## src/rtl/uart_rate_pkg.sv

```systemverilog
package uart_rate_pkg;
  localparam int CFG_W       = 32;
  localparam int DIV_W       = 10;
  localparam int PRE_W       = 3;
  localparam int PRE_MAX     = 6;
  localparam int OS_W        = 6;
  localparam int OS_DEFAULT  = 16;
  localparam int NUM_ALT     = 4;
  localparam int ALT_IDX_W   = $clog2(NUM_ALT);
  localparam int NUM_STAGES  = 3;

  localparam int DIV_LSB     = 0;
  localparam int ALT_IDX_LSB = 10;
  localparam int PRE2_LSB    = 12;
  localparam int PRE1_LSB    = 15;
  localparam int ALT_SEL_BIT = 19;

  typedef struct packed {
    logic clear;
    logic srcTick;
  } rate_strobe_t;
endpackage

```

## src/rtl/rate_div_stage.sv

```systemverilog
module rate_div_stage #(
  parameter int W    = 10,
  parameter int MAXV = 1023
) (
  input  logic         clk,
  input  logic         rstN,
  input  logic         clear,
  input  logic         inEn,
  input  logic [W-1:0] setting,
  output logic         outEn
);
  logic [W-1:0] count;
  logic [W-1:0] eff;
  logic         term;

  always_comb begin
    if (setting == '0)             eff = W'(1);
    else if (setting > W'(MAXV))   eff = W'(MAXV);
    else                           eff = setting;
  end

  assign term  = (count >= eff - W'(1));
  assign outEn = inEn & term;

  always_ff @(posedge clk) begin
    if (!rstN || clear) count <= '0;
    else if (inEn)      count <= term ? '0 : count + W'(1);
  end

  // the stage counter stays inside its programmed period
  a_r3_count_in_period: assert property (@(posedge clk) disable iff (!rstN)
    count < eff);
endmodule

```

## src/rtl/rate_ctrl.sv

```systemverilog
module rate_ctrl
  import uart_rate_pkg::*;
(
  input  logic                 clk,
  input  logic                 rstN,
  input  logic [CFG_W-1:0]     baudCfg,
  input  logic                 baudWr,
  input  logic [CFG_W-1:0]     osCfg,
  input  logic                 osWr,
  input  logic                 xtalEn,
  input  logic [NUM_ALT-1:0]   altEn,
  output rate_strobe_t         strb,
  output logic [PRE_W-1:0]     pre1,
  output logic [PRE_W-1:0]     pre2,
  output logic [DIV_W-1:0]     divVal,
  output logic [OS_W-1:0]      osVal
);
  logic [CFG_W-1:0]     baudQ;
  logic [CFG_W-1:0]     osQ;
  logic [ALT_IDX_W-1:0] altIdx;
  logic                 useAlt;
  logic                 selEn;
  logic                 unusedCfg;

  always_ff @(posedge clk) begin
    if (!rstN) begin
      baudQ <= '0;
      osQ   <= '0;
    end else begin
      if (baudWr) baudQ <= baudCfg;
      if (osWr)   osQ   <= osCfg;
    end
  end

  assign useAlt = baudQ[ALT_SEL_BIT];
  assign altIdx = baudQ[ALT_IDX_LSB +: ALT_IDX_W];
  assign pre1   = baudQ[PRE1_LSB +: PRE_W];
  assign pre2   = baudQ[PRE2_LSB +: PRE_W];
  assign divVal = baudQ[DIV_LSB +: DIV_W];
  assign osVal  = osQ[OS_W-1:0];

  assign selEn        = useAlt ? altEn[altIdx] : xtalEn;
  assign strb.clear   = baudWr | osWr;
  assign strb.srcTick = selEn & ~strb.clear;

  assign unusedCfg = ^{baudQ[CFG_W-1:ALT_SEL_BIT+1], baudQ[PRE1_LSB-1+PRE_W+1],
                       osQ[CFG_W-1:OS_W]};

  // a written baud word is held from the next cycle
  a_r8_baud_capture: assert property (@(posedge clk) disable iff (!rstN)
    baudWr |=> baudQ == $past(baudCfg));
  // a written oversampling word is held from the next cycle
  a_r8_os_capture: assert property (@(posedge clk) disable iff (!rstN)
    osWr |=> osQ == $past(osCfg));
  // with every source idle nothing is counted
  a_r5_idle_sources: assert property (@(posedge clk) disable iff (!rstN)
    (!xtalEn && altEn == '0) |-> !strb.srcTick);
endmodule

```

## src/rtl/rate_datapath.sv

```systemverilog
module rate_datapath
  import uart_rate_pkg::*;
(
  input  logic             clk,
  input  logic             rstN,
  input  rate_strobe_t     strb,
  input  logic [PRE_W-1:0] pre1,
  input  logic [PRE_W-1:0] pre2,
  input  logic [DIV_W-1:0] divVal,
  input  logic [OS_W-1:0]  osVal,
  output logic             sampleTick,
  output logic             bitTick
);
  logic [NUM_STAGES:0]   chainEn;
  logic [DIV_W-1:0]      stageSet [NUM_STAGES];
  logic [OS_W-1:0]       osEff;
  logic [OS_W-1:0]       osCount;
  logic                  osLast;
  logic                  sampleQ;
  logic                  bitQ;

  assign stageSet[0] = DIV_W'(pre1);
  assign stageSet[1] = DIV_W'(pre2);
  assign stageSet[2] = divVal;
  assign chainEn[0]  = strb.srcTick;

  for (genvar i = 0; i < NUM_STAGES; i++) begin : g_stage
    localparam int STAGE_MAX = (i < NUM_STAGES - 1) ? PRE_MAX : (2**DIV_W - 1);
    rate_div_stage #(.W(DIV_W), .MAXV(STAGE_MAX)) u_stage (
      .clk    (clk),
      .rstN   (rstN),
      .clear  (strb.clear),
      .inEn   (chainEn[i]),
      .setting(stageSet[i]),
      .outEn  (chainEn[i+1])
    );
  end

  assign osEff  = (osVal == '0) ? OS_W'(OS_DEFAULT) : osVal;
  assign osLast = (osCount >= osEff - OS_W'(1));

  always_ff @(posedge clk) begin
    if (!rstN || strb.clear) begin
      osCount <= '0;
      sampleQ <= 1'b0;
      bitQ    <= 1'b0;
    end else begin
      sampleQ <= chainEn[NUM_STAGES];
      bitQ    <= chainEn[NUM_STAGES] & osLast;
      if (chainEn[NUM_STAGES]) osCount <= osLast ? '0 : osCount + OS_W'(1);
    end
  end

  assign sampleTick = sampleQ;
  assign bitTick    = bitQ;

  // a bit tick never appears without a sample tick
  a_r7_bit_on_sample: assert property (@(posedge clk) disable iff (!rstN)
    bitTick |-> sampleTick);
  // the sample counter stays below the oversampling factor
  a_r6_os_in_range: assert property (@(posedge clk) disable iff (!rstN)
    osCount < osEff);
  // ticks are quiet right after a configuration write
  a_r9_quiet_after_write: assert property (@(posedge clk) disable iff (!rstN)
    strb.clear |=> (!sampleTick && !bitTick));
endmodule

```

## src/rtl/uart_rate_gen.sv

```systemverilog
module uart_rate_gen
  import uart_rate_pkg::*;
(
  input  logic        clk,
  input  logic        rstN,
  input  logic [31:0] baudCfg,
  input  logic        baudWr,
  input  logic [31:0] osCfg,
  input  logic        osWr,
  input  logic        xtalEn,
  input  logic [3:0]  altEn,
  output logic        sampleTick,
  output logic        bitTick
);
  rate_strobe_t     strb;
  logic [PRE_W-1:0] pre1;
  logic [PRE_W-1:0] pre2;
  logic [DIV_W-1:0] divVal;
  logic [OS_W-1:0]  osVal;

  rate_ctrl u_ctrl (
    .clk    (clk),
    .rstN   (rstN),
    .baudCfg(baudCfg),
    .baudWr (baudWr),
    .osCfg  (osCfg),
    .osWr   (osWr),
    .xtalEn (xtalEn),
    .altEn  (altEn),
    .strb   (strb),
    .pre1   (pre1),
    .pre2   (pre2),
    .divVal (divVal),
    .osVal  (osVal)
  );

  rate_datapath u_dp (
    .clk       (clk),
    .rstN      (rstN),
    .strb      (strb),
    .pre1      (pre1),
    .pre2      (pre2),
    .divVal    (divVal),
    .osVal     (osVal),
    .sampleTick(sampleTick),
    .bitTick   (bitTick)
  );

  // ticks are low in the first cycle after reset
  a_r1_reset_quiet: assert property (@(posedge clk)
    !rstN |=> (!sampleTick && !bitTick));
endmodule

```

## config.mk

```make
export PLATFORM = sky130hd
export DESIGN_NAME = uart_rate_gen
export DESIGN_NICKNAME = d
export VERILOG_FILES = /design/src/rtl/uart_rate_pkg.sv /design/src/rtl/rate_div_stage.sv /design/src/rtl/rate_ctrl.sv /design/src/rtl/rate_datapath.sv /design/src/rtl/uart_rate_gen.sv
export SDC_FILE = /design/constraint.sdc
export NUM_CORES = 1
export LEC_CHECK = 0
export BUFFER_PORTS_ARGS = -buffer_cell sky130_fd_sc_hd__buf_2
export CAP_MARGIN = 20
export CORE_UTILIZATION = 50
export CTS_CLUSTER_SIZE = 30
export DETAILED_ROUTE_END_ITERATION = 8
export PLACE_DENSITY = 0.85
export SKIP_CTS_REPAIR_TIMING = 1
export SYNTH_ARGS = -nofsm -noshare
export SYNTH_HDL_FRONTEND = slang
export SYNTH_HIERARCHICAL = 1
export SYNTH_SLANG_ARGS = --single-unit
```

## constraint.sdc

```tcl
create_clock -name clk -period 5.9 [get_ports clk]
set_input_delay 0.885 -clock clk [delete_from_list [all_inputs] [get_ports clk]]
set_output_delay 0.885 -clock clk [all_outputs]
set_load 0.02 [all_outputs]
```

Word-level counts from Yosys, hierarchy flattened
Cells that the tools add are included.
{ "totals": {"regBits": 64, "in_bits": 73, "wordCells": 51} }
{ "op_classes": {"addsub": 8, "n_lt_le_gt_ge": 8, "n_mux": 14, "n_bitwise": 7, "n_reduce_logical": 6} }
{ "ops": {"columns": ["operator", "n"], "rows": [
  ["10-bit 2-to-1 mux", 5],
  ["10-bit by 1-bit adder with 10-bit output (second input constant)", 3],
  ["10-bit >= comparator", 3],
  ["10-bit logical NOT", 3],
  ["10-bit by 1-bit subtractor with 10-bit output (second input constant)", 3],
  ["3-bit 2-to-1 mux", 4],
  ["6-bit 2-to-1 mux", 2],
  ["10-bit greater-than comparator (second input constant)", 1],
  ["6-bit by 1-bit adder with 6-bit output (second input constant)", 1],
  ["6-bit >= comparator", 1],
  ["3-bit greater-than comparator (second input constant)", 2],
  ["6-bit logical NOT", 1],
  ["6-bit by 1-bit subtractor with 6-bit output (second input constant)", 1],
  ["1-bit AND", 5],
  ["2-bit by 3-bit less-than comparator with 1-bit output (second input constant)", 1],
  ["1-bit binary-select mux with 2-bit select", 1],
  ["1-bit 2-to-1 mux", 2],
  ["1-bit logical NOT", 1],
  ["1-bit logical OR", 1],
  ["1-bit NOT", 1],
  ["1-bit OR", 1]
]} }

Logic depth before layout (Yosys ltp)
Gate-level depths: netlist of run 1.
{ "depth": {"word_depth": 9, "ltp_mapped": 19, "depth_no_buf": 17} }

Modules after synthesis
Netlist of run 1, hierarchy kept.
{ "modules_own_cells": {"columns": ["module", "instances", "cells_per_inst", "area_per_inst_um2", "seq_area_each_um2"], "rows": [
  ["rate_ctrl", 1, 100, 1092.3, 500.5],
  ["rate_div_stage (u_dp.g_stage[2].u_stage)", 1, 98, 829.5, 200.2],
  ["rate_div_stage (u_dp.g_stage[0].u_stage)", 1, 96, 750.7, 200.2],
  ["rate_div_stage (u_dp.g_stage[1].u_stage)", 1, 86, 743.2, 200.2],
  ["rate_datapath", 1, 69, 570.5, 160.2]
]} }

Worst setup path after synthesis of run 1
No wires, ideal clock.
{ "synth_path": {"path_kind": "flip-flop to flip-flop", "start": "register u_ctrl.baudQ[15]", "end": "register u_dp.osCount[0]", "arrival_ns": 3.984, "setup_slack_ns": 1.790, "stages_incl_launch_ff": 20, "path_buffers": 2, "period_less_slack_ns": 4.110, "cell_sequence": "dfxtp_1 > buf_4 > inv_1 > maj3_1 > or2_2 > ha_1 > xor2_1 > ha_1 > nand2_1 > o21ai_1 > a211oi_4 > nor2_1 > inv_1 > nor2_1 > a21boi_1 > buf_6 > inv_2 > or2_0 > o221ai_2 > nor2_1"} }
{ "synth_between": {"elab_chain_cells": 8, "word_cells_on_any_way": 9} }
{ "synth_rtl": {"columns": ["element", "line", "text"], "rows": [
  ["start: declaration", "rate_ctrl.sv:18", "logic [CFG_W-1:0] baudQ;"],
  ["start signal: assignment", "rate_ctrl.sv:30", "if (baudWr) baudQ <= baudCfg;"],
  ["3-bit greater-than comparator", "rate_div_stage.sv:18", "else if (setting > W'(MAXV)) eff = W'(MAXV);"],
  ["3-bit 2-to-1 mux", "rate_div_stage.sv:18", null],
  ["3-bit 2-to-1 mux *", "rate_div_stage.sv:17", "if (setting == '0) eff = W'(1);"],
  ["10-bit by 1-bit subtractor with 10-bit output *", "rate_div_stage.sv:22", "assign term = (count >= eff - W'(1));"],
  ["10-bit >= comparator *", "rate_div_stage.sv:22", null],
  ["1-bit AND *", "rate_div_stage.sv:23", "assign outEn = inEn & term;"],
  ["via u_dp.chainEn[1]", "rate_datapath.sv:14", "logic [NUM_STAGES:0] chainEn;"],
  ["1-bit AND *", "rate_div_stage.sv:23", null],
  ["via u_dp.chainEn[2]", "rate_datapath.sv:14", null],
  ["1-bit AND *", "rate_div_stage.sv:23", null],
  ["via u_dp.chainEn[3]", "rate_datapath.sv:14", null],
  ["end signal: assignment", "rate_datapath.sv:50", "if (chainEn[NUM_STAGES]) osCount <= osLast ? '0 : osCount + OS_W'(1);"],
  ["end: declaration", "rate_datapath.sv:17", "logic [OS_W-1:0] osCount;"]
]} }
Mark *: on every way through the listed nets, which the timed path passes. The rest lies on a longest branch.
A chain may end at the register's enable or synchronous reset.

Worst setup path after layout of run 1
{ "layout_path": {"start": "register u_ctrl.baudQ[15]", "end": "register u_dp.osCount[5]"} }
The elaborated chain is that of the path after synthesis.

==> results.sh, run 1 <==
export IMPL_seqPwrFrac_pct=50.0
export IMPL_synth_top_cell_area_share_pct=31.6
export IMPL_ios=75
export IMPL_grt_max_degree=30
export IMPL_synth_area_leader_cell="dfxtp_1"
export IMPL_critPathKind="register to register"
export IMPL_syn_inst=449
export IMPL_die_h_um=91.3
export IMPL_die_w_um=91.3
export IMPL_yosysUniqueCellTypes=54
export IMPL_htree_levels=3
export IMPL_hold_viol=0
export IMPL_die_area_mm2=0.00833
export IMPL_ys_seq_area_share_pct=31.6
export IMPL_dpl_hpwl_um=5620
export IMPL_rr_worst_depth=17
export IMPL_drtPass1Iterations=4
export IMPL_num_vias=3228
export IMPL_n_antenna_cell=0
export IMPL_setup_viol=0
export IMPL_nNetsFinal=609
export IMPL_area_growth_pct=10.0
export IMPL_synth_top_cells_by_count="dfxtp_1, ha_1, nor2_1"
export IMPL_rows=32
export IMPL_p_clk_share_pct=37.1
export IMPL_reg2reg_to="u_dp/osCount[5]$_SDFFE_PP0P_"
export IMPL_ir_drop_mv=0.136
export IMPL_cts_made_buffers=9
export IMPL_holdPathEnd="u_dp/g_stage[2].u_stage/count[0]$_SDFFE_PP0P_"
export IMPL_p_leak_nw=1.88
export IMPL_place_congestion=0.839
export IMPL_antenna_found_initial=0
export IMPL_root_buffer="clkbuf_8"
export IMPL_yosys_warnings=6
export IMPL_cp_start_kind="register"
export IMPL_path_max_fanout=9
export IMPL_cts_tree="yes"
export IMPL_worst_clock_skew_ps=11.3
export IMPL_hp_start="u_dp/g_stage[2].u_stage/count[0]$_SDFFE_PP0P_"
export IMPL_grt_ovfl_total=0
export IMPL_async_reset_ff_share_pct=0
export IMPL_max_cap_violations=0
export IMPL_crit_required_ps=6110
export IMPL_ant_nets=0
export IMPL_p_comb_share_pct=12.9
export IMPL_clock_sinks=63
export IMPL_worst_pin_slew_ps=801
export IMPL_via_per_inst=5.39
export IMPL_crit_reg2reg_launch="u_ctrl/baudQ[15]$_SDFFE_PN0P_"
export IMPL_status="completed"
export IMPL_clock_fmax_mhz=214
export IMPL_wl_um=7860
export IMPL_hold_class="register to register"
export IMPL_syn_area_mm2=0.00399
export IMPL_drt_iter0_markers=155
export IMPL_core_area_mm2=0.00773
export IMPL_grt_use_total_pct=19.3
export IMPL_min_period_ps=4670
export IMPL_ys_flop_type="dfxtp_1"
export IMPL_p_sw_share_pct=26.7
export IMPL_ys_seq_elements=63
export IMPL_syn_area_per_cell_um2=8.88
export IMPL_port_buffers=35
export IMPL_start_util_pct=51.6
export IMPL_synth_most_common_cell="dfxtp_1"
export IMPL_grt_setup_unrepaired="no"
export IMPL_r2r_slack_ps=1230
export IMPL_end_kind="register"
export IMPL_grt_pass1_wl_um=13200
export IMPL_first_global_vias=3125
export IMPL_clockBufferDepth=2
export IMPL_p_per_area_mw_per_mm2=203
export IMPL_wire_per_inst_um=13.1
export IMPL_clk_insertion_delay_late_ps=340
export IMPL_p_int_uw=653
export IMPL_slew_violations=0
export IMPL_finalSetupTns_ps=0
export IMPL_synth_edff_count=0
export IMPL_hold_path_depth=2
export IMPL_p_sw_uw=238
export IMPL_fin_crit_sh_pct=79.1
export IMPL_clkTransAtPathRegs_ps=70
export IMPL_critPathArrivalTime_ps=4880
export IMPL_drive_gt1_share_pct=13.5
export IMPL_relSlewSlack_pct=46.5
export IMPL_drc_errors=0
export IMPL_holdWs_ps=517
export IMPL_synth_area_leaders="dfxtp_1, ha_1, mux2i_1, nor2b_1, xor2_1"
## how the worst max path moves through the flow
stage / from / endpoint / slack, ps / cells past startpoint
5_1_grt: u_ctrl/baudQ[15]$_SDFFE_PN0P_ / u_dp/osCount[5]$_SDFFE_PP0P_ / 830 / 18
4_1_cts: u_ctrl/baudQ[15]$_SDFFE_PN0P_ / u_dp/osCount[5]$_SDFFE_PP0P_ / 1300 / 18
3_3_place_gp: baudWr / u_dp/osCount[5]$_SDFFE_PP0P_ / 1280 / 13
2_1_floorplan: u_ctrl/baudQ[15]$_SDFFE_PN0P_ / u_dp/osCount[0]$_SDFFE_PP0P_ / 1790 / 19
6_report: u_ctrl/baudQ[15]$_SDFFE_PN0P_ / u_dp/osCount[5]$_SDFFE_PP0P_ / 1230 / 17
3_5_place_dp: baudWr / u_dp/osCount[2]$_SDFFE_PP0P_ / 1150 / 12
## state kept, by name (all words and copies together) (netlist names)
register and flops:
u_dp/bitTick 1, u_ctrl/baudQ 19, u_dp/g_stage.u_stage/count 30, u_dp/sampleTick 1, u_dp/osCount 6, u_ctrl/osQ 6
## critical path, stage by stage, from the launching register on
cell      delay, ps
dfxtp_1         330
inv_1            40
maj3_1          340
or2_2           300
ha_1            240
xor2_1          180
ha_1            300
nand2_1          50
o21ai_1         240
a211oi_4        150
nor2_1          320
inv_1           180
nor2_1          380
a21boi_1        720
inv_2            90
or2_0           280
o221ai_2        300
nor2_1           90
## logic make-up after synthesis
family,synth area share [%]
XOR/XNOR,7.25
flip-flops,31.6
buffers and inverters,5.27
AO/OA/AOI/OAI,9.54
AND/OR/NAND/NOR,24.1
multiplexers,7.60
adder cells (fa/ha/maj),14.3
other,0.282
## power groups by stage
stage | registers (mW) | clock network [mW] | logic (mW)
floorplan | 0.450 | 0 | 0.0948
finish | 0.446 | 0.331 | 0.115
global route | 0.447 | 0.356 | 0.126
CTS | 0.446 | 0.336 | 0.113
detailed placement | 0.456 | 0 | 0.111
global placement | 0.455 | 0 | 0.105
## cell usage in the layout, fill, tap and decap left out, drive strengths merged, types with 4 or more instances in the layout
cell type and n:
nor3 16, a31oi 4, xor2 20, nand2b 10, buf 36, nand4 15, clkinv 4, o21ai 6
nand2 34, nor2b 29, nand3 14, mux2i 28, nor4 4, a21oi 24, and3 9, or2 4
clkbuf 11, conb 22, xnor2 13, dfxtp 63, inv 13, ha 44, nor2 39
## metal layers
layer  up-vias  track usage [%]  share of wire, %
met5         -                0                 0
met4         0             6.75               1.5
met3        14             4.36               3.9
met2        92             35.0                50
met1      1494             22.2                44
li1       1628                -                 -
## final cells by class
class | count | area [µm²]
clock buffer | 11 | 141
clock inverter | 5 | 33.8
fill | 661 | 3340
inverter | 14 | 52.6
multi-input combinational | 368 | 2590
sequential | 63 | 1260
tap | 102 | 128
timing repair buffer | 36 | 183
## metrics by stage
stage | setup WS [ps] | cell area (µm²) | util, % | instances | total power [mW]
floorplan | 1790 | 4060 | - | 468 | 0.545
CTS | 1300 | 4390 | 56.8 | 599 | 0.895
finish | 1230 | 4390 | 56.8 | 599 | 0.891
detailed placement | 1150 | 4210 | 54.5 | 583 | 0.567
global route | 829 | 4390 | 56.8 | 599 | 0.929
global placement | 1280 | 4210 | 54.5 | 583 | 0.560
Note: power is estimated with default switching activity, not from simulation.
==> run 2, diff against run 1 <==
Settings changed: PLACE_DENSITY 0.85 to 0.88.
Clock period 5.9 ns to 3.8 ns, I/O delays scaled along.
==> run 2 against run 1 <==
Utilization is 3.6 points higher. Flip-flop and latch count is the same. Global-route usage rose by 1.1 points. Critical endpoint is now u_dp/osCount[2]$_SDFFE_PP0P_. Highest routed layer unchanged.
==> results.sh, run 2 (synthesis gave the netlist of run 1 again) <==
export IMPL_end_kind="register"
export IMPL_dp_cells=598
export IMPL_grt_use_total_pct=20.4
export IMPL_grt_max_degree=30
export IMPL_post_place_ws_ps=12.3
export IMPL_largest_register="u_dp/g_stage.u_stage/count"
export IMPL_drc_errors=0
export IMPL_nNetsFinal=628
export IMPL_hold_class="input pin to register"
export IMPL_final_cell_mix="dfxtp_1, ha_1, buf_2, nor2_1, nand2_1"
export IMPL_utilization_pct=60.3
export IMPL_crit_required_ps=4020
export IMPL_htree_levels=3
export IMPL_via_per_inst=5.35
export IMPL_placed_cell_area_mm2=0.00434
export IMPL_min_period_ps=3740
export IMPL_cp_start_kind="register"
export IMPL_final_cells=618
export IMPL_grt_setup_unrepaired="yes"
export IMPL_rows=32
export IMPL_drt_iter0_markers=185
export IMPL_slew_violations=0
export IMPL_hold_viol=0
export IMPL_fin_area_mm2=0.00466
export IMPL_clock_sinks=63
export IMPL_path_max_fanout=6
export IMPL_largest_reg_flops=30
export IMPL_drtPass1Iterations=4
export IMPL_setup_viol=0
export IMPL_top_regs="u_dp/g_stage.u_stage/count: 30 flops, u_ctrl/baudQ: 19 flops"
export IMPL_die_w_um=91.3
export IMPL_max_cap_violations=0
export IMPL_cts_made_buffers=9
export IMPL_p_per_area_mw_per_mm2=345
export IMPL_relSlewSlack_pct=66.9
export IMPL_p_leak_nw=2.02
export IMPL_first_global_vias=3198
export IMPL_fillers=600
export IMPL_n_antenna_cell=0
export IMPL_place_congestion=0.831
export IMPL_clk_insertion_delay_late_ps=340
export IMPL_critPathKind="register to register"
export IMPL_drive_gt1_share_pct=19.0
export IMPL_port_buffers=35
export IMPL_cts_tree="yes"
export IMPL_num_vias=3304
export IMPL_root_buffer="clkbuf_8"
export IMPL_antenna_found_initial=0
export IMPL_total_power_mw=1.61
export IMPL_wl_um=8360
export IMPL_ios=75
export IMPL_grt_pass1_wl_um=13700
export IMPL_clockBufferDepth=2
export IMPL_fin_crit_sh_pct=98.3
export IMPL_setup_ws_ps=64.3
export IMPL_ir_drop_mv=0.358
export IMPL_dpl_hpwl_um=6090
export IMPL_die_h_um=91.3
export IMPL_regArea_mm2=0.00126
export IMPL_die_area_mm2=0.00833
export IMPL_core_area_mm2=0.00773
export IMPL_start_util_pct=51.6
export IMPL_clock_fmax_mhz=268
export IMPL_wire_per_inst_um=13.5
export IMPL_clkTransAtPathRegs_ps=70
export IMPL_critPathArrivalTime_ps=3960
export IMPL_status="completed"
export IMPL_multi_input_area_mm2=0.00265
export IMPL_ant_nets=0
export IMPL_worst_clock_skew_ps=10.4
export IMPL_grt_ovfl_total=0
export IMPL_area_growth_pct=16.9
export IMPL_final_common_cell="dfxtp_1"
export IMPL_worst_pin_slew_ps=492
run 2: changes by cell type in the layout (fill, tap and decap cells not counted), moves of 2 or more:
cell        before  now
buf_4            1   20
nor2_1          39   35
bufinv_16        0    3
nor2_2           0    3
clkinvlp_4       2    0
run 2: final timing paths:
path	startpoint	endpoint	slack (ps)	depth (start not counted)
worst max register to register	u_ctrl/baudQ[6]$_SDFFE_PN0P_	u_dp/osCount[2]$_SDFFE_PP0P_	60	16
worst min-delay path	baudCfg[3]	u_ctrl/baudQ[3]$_SDFFE_PN0P_	490	3
worst min register to register	u_dp/g_stage[2].u_stage/count[0]$_SDFFE_PP0P_	u_dp/g_stage[2].u_stage/count[0]$_SDFFE_PP0P_	530	2
worst max-delay path	u_ctrl/baudQ[6]$_SDFFE_PN0P_	u_dp/osCount[2]$_SDFFE_PP0P_	60	16
run 2: metal layers:
layer | GRT usage (%) | up-vias | share of wire (%)
met3 | 3.10 | 12 | 3.0
li1 | - | 1671 | -
met5 | 0 | - | 0
met2 | 36.6 | 69 | 51
met1 | 24.0 | 1552 | 45
met4 | 8.73 | 0 | 1.3
run 2: critical path, cell delays in order, from the launching register on:
cell      delay (ps)
dfxtp_2          320
or4_4            540
or4_4            440
nor2b_2          130
nor2_2            50
ha_2             210
nand2b_4          90
nor3_2            50
xnor2_1          130
ha_1             340
nand4_1          150
o31a_1           320
a21boi_4         220
inv_2             60
or2_4            260
o221ai_4         240
nor2_1            80
run 2: final cells by class:
type,count,area share (%)
clock buffer,11,3.03
clock inverter,5,2.23
inverter,14,1.13
multi-input combinational,368,56.8
sequential,63,27.1
tap,102,2.74
timing repair buffer,55,6.98
run 2: through the flow:
step | hold slack (ps) | setup TNS, ps
finish | 490 | 0
global route | 493 | -368
CTS | 482 | 0
detailed placement | 514 | 0
global placement | 497 | 0
floorplan | 479 | 0
run 2: report_power, final:
group | switching, mW | internal, mW | total [mW]
combinational | 0.101 | 0.0982 | 0.199
clock | 0.262 | 0.455 | 0.717
sequential | 0.0147 | 0.676 | 0.691
==> run 3, diff against run 2 <==
Settings changed: PLACE_DENSITY 0.88 to 0.76.
==> run 3 against run 2 <==
Non-clock buffer count shrank 3. Combinational power is essentially flat. Fmax shrank 0.74%. Die area is the same. Utilization shrank 1.2 points. First-iteration DRC count shrank 47%. Worst setup slack lost 28 ps. Clock skew shrank 3.4 ps. Cell count shrank 0.49%. Register-to-register slack lost 30 ps. Global-route usage shrank 0.48 points. Critical endpoint is now u_dp/osCount[1]$_SDFFE_PP0P_.
==> results.sh, run 3 (synthesis gave the netlist of run 1 again) <==
export IMPL_status="completed"
export IMPL_cp_depth=16
export IMPL_fin_crit_sh_pct=99.0
export IMPL_regArea_mm2=0.00126
export IMPL_die_area_mm2=0.00833
export IMPL_clock_fmax_mhz=266
export IMPL_nNetsFinal=625
export IMPL_setup_viol=0
export IMPL_rr_worst_depth=16
export IMPL_die_h_um=91.3
export IMPL_cts_made_buffers=9
export IMPL_final_cell_mix="dfxtp_1, ha_1, nor2_1"
export IMPL_wire_per_inst_um=12.9
export IMPL_grt_pass1_wl_um=13500
export IMPL_hold_path_depth=3
export IMPL_drc_errors=0
export IMPL_end_kind="register"
export IMPL_clk_insertion_delay_late_ps=340
export IMPL_post_place_ws_ps=-8.49
export IMPL_total_power_mw=1.42
export IMPL_via_per_inst=5.32
export IMPL_path_max_fanout=6
export IMPL_grt_ovfl_total=0
export IMPL_critPathBufInv=1
export IMPL_hold_class="input pin to register"
export IMPL_path_cells="or4_4, or4_4, nor2b_1, nor2_1, ha_2, nand2b_4, nor2_1, xnor2_1, ha_1, nand4_1, o31a_1, a21boi_4, inv_2, or2_4, o221ai_4, nor2_1"
export IMPL_largest_reg_flops=30
export IMPL_drtPass1Iterations=4
export IMPL_root_buffer="clkbuf_8"
export IMPL_worst_clock_skew_ps=7.03
export IMPL_ant_nets=0
export IMPL_cts_tree="yes"
export IMPL_clock_sinks=63
export IMPL_top_regs="u_dp/g_stage.u_stage/count: 30 flops, u_ctrl/baudQ: 19 flops"
export IMPL_start_util_pct=51.6
export IMPL_port_buffers=35
export IMPL_crit_required_ps=4020
export IMPL_critPathArrivalTime_ps=3980
export IMPL_p_per_area_mw_per_mm2=311
export IMPL_die_w_um=91.3
export IMPL_first_global_vias=3155
export IMPL_cpMaxStageDelayCell="or4_4"
export IMPL_multi_input_area_mm2=0.00265
export IMPL_critPathKind="register to register"
export IMPL_path_common_cell="nor2_1"
export IMPL_crit_family="simple AND/OR/NAND/NOR gates"
export IMPL_final_common_cell="dfxtp_1"
export IMPL_critPathMaxStageDelay_ps=540
export IMPL_max_cap_violations=0
export IMPL_clkTransAtPathRegs_ps=70
export IMPL_largest_register="u_dp/g_stage.u_stage/count"
export IMPL_grt_max_degree=30
export IMPL_num_vias=3272
export IMPL_clockBufferDepth=2
export IMPL_place_congestion=0.822
export IMPL_cp_start_kind="register"
export IMPL_setup_ws_ps=36.5
export IMPL_drive_gt1_share_pct=17.9
export IMPL_fillers=670
export IMPL_finalSetupTns_ps=0
export IMPL_dpl_hpwl_um=5750
export IMPL_area_growth_pct=14.6
export IMPL_drt_iter0_markers=98
export IMPL_n_antenna_cell=0
export IMPL_hold_viol=0
export IMPL_antenna_found_initial=0
export IMPL_p_leak_nw=1.97
export IMPL_min_period_ps=3760
export IMPL_wl_um=7950
export IMPL_grt_setup_unrepaired="yes"
export IMPL_htree_levels=3
export IMPL_ios=75
export IMPL_slew_violations=0
export IMPL_core_area_mm2=0.00773
export IMPL_rows=32
export IMPL_ir_drop_mv=0.201
export IMPL_grt_use_total_pct=19.9
==> run 3: where the power goes <==
part	switching (mW)	internal, mW
clock network	0.261	0.271
logic	0.101	0.0964
registers	0.0144	0.676
total	0.376	1.04
==> run 3: final timing paths <==
path / endpoint / slack [ps] / from
min reg2reg: u_ctrl/baudQ[12]$_SDFFE_PN0P_ / 520 / u_ctrl/baudQ[12]$_SDFFE_PN0P_
max reg2reg: u_dp/osCount[1]$_SDFFE_PP0P_ / 40 / u_ctrl/baudQ[6]$_SDFFE_PN0P_
min: u_ctrl/baudQ[3]$_SDFFE_PN0P_ / 490 / baudCfg[3]
max: u_dp/osCount[1]$_SDFFE_PP0P_ / 40 / u_ctrl/baudQ[6]$_SDFFE_PN0P_
==> run 3: worst register-to-register path: cells and delay by family (launching register included) <==
family | cells | cell delay [ps]
flops | 1 | 320
compound gates | 3 | 830
fa+ha+maj | 2 | 540
xor+xnor | 1 | 120
buf+inv | 1 | 50
simple gates | 9 | 1780
==> run 3: per-layer routing <==
layer / GRT usage [%] / vias to the layer above / wire [µm]
met5: 0 / - / 0
met2: 35.4 / 72 / 3880
li1: - / 1658 / -
met1: 24.4 / 1535 / 3690
met3: 3.02 / 7 / 289
met4: 6.75 / 0 / 93
==> run 3: per-stage QoR <==
stage	utilization, %	cells	instance area (µm²)	hold WS [ps]
2_1_floorplan	-	468	4080	479
3_3_place_gp	56.0	596	4330	497
3_5_place_dp	56.0	596	4330	511
4_1_cts	58.3	612	4500	478
5_1_grt	59.1	615	4570	488
6_report	59.1	615	4570	487
==> run 3: layout make-up <==
| type | count | area share [%] |
|---|---|---|
| Clock buffer | 13 | 3.48 |
| Sequential cell | 63 | 27.6 |
| Tap cell | 102 | 2.79 |
| Clock inverter | 3 | 0.383 |
| Timing Repair Buffer | 52 | 6.63 |
| Multi-Input combinational cell | 368 | 57.9 |
| Inverter | 14 | 1.15 |
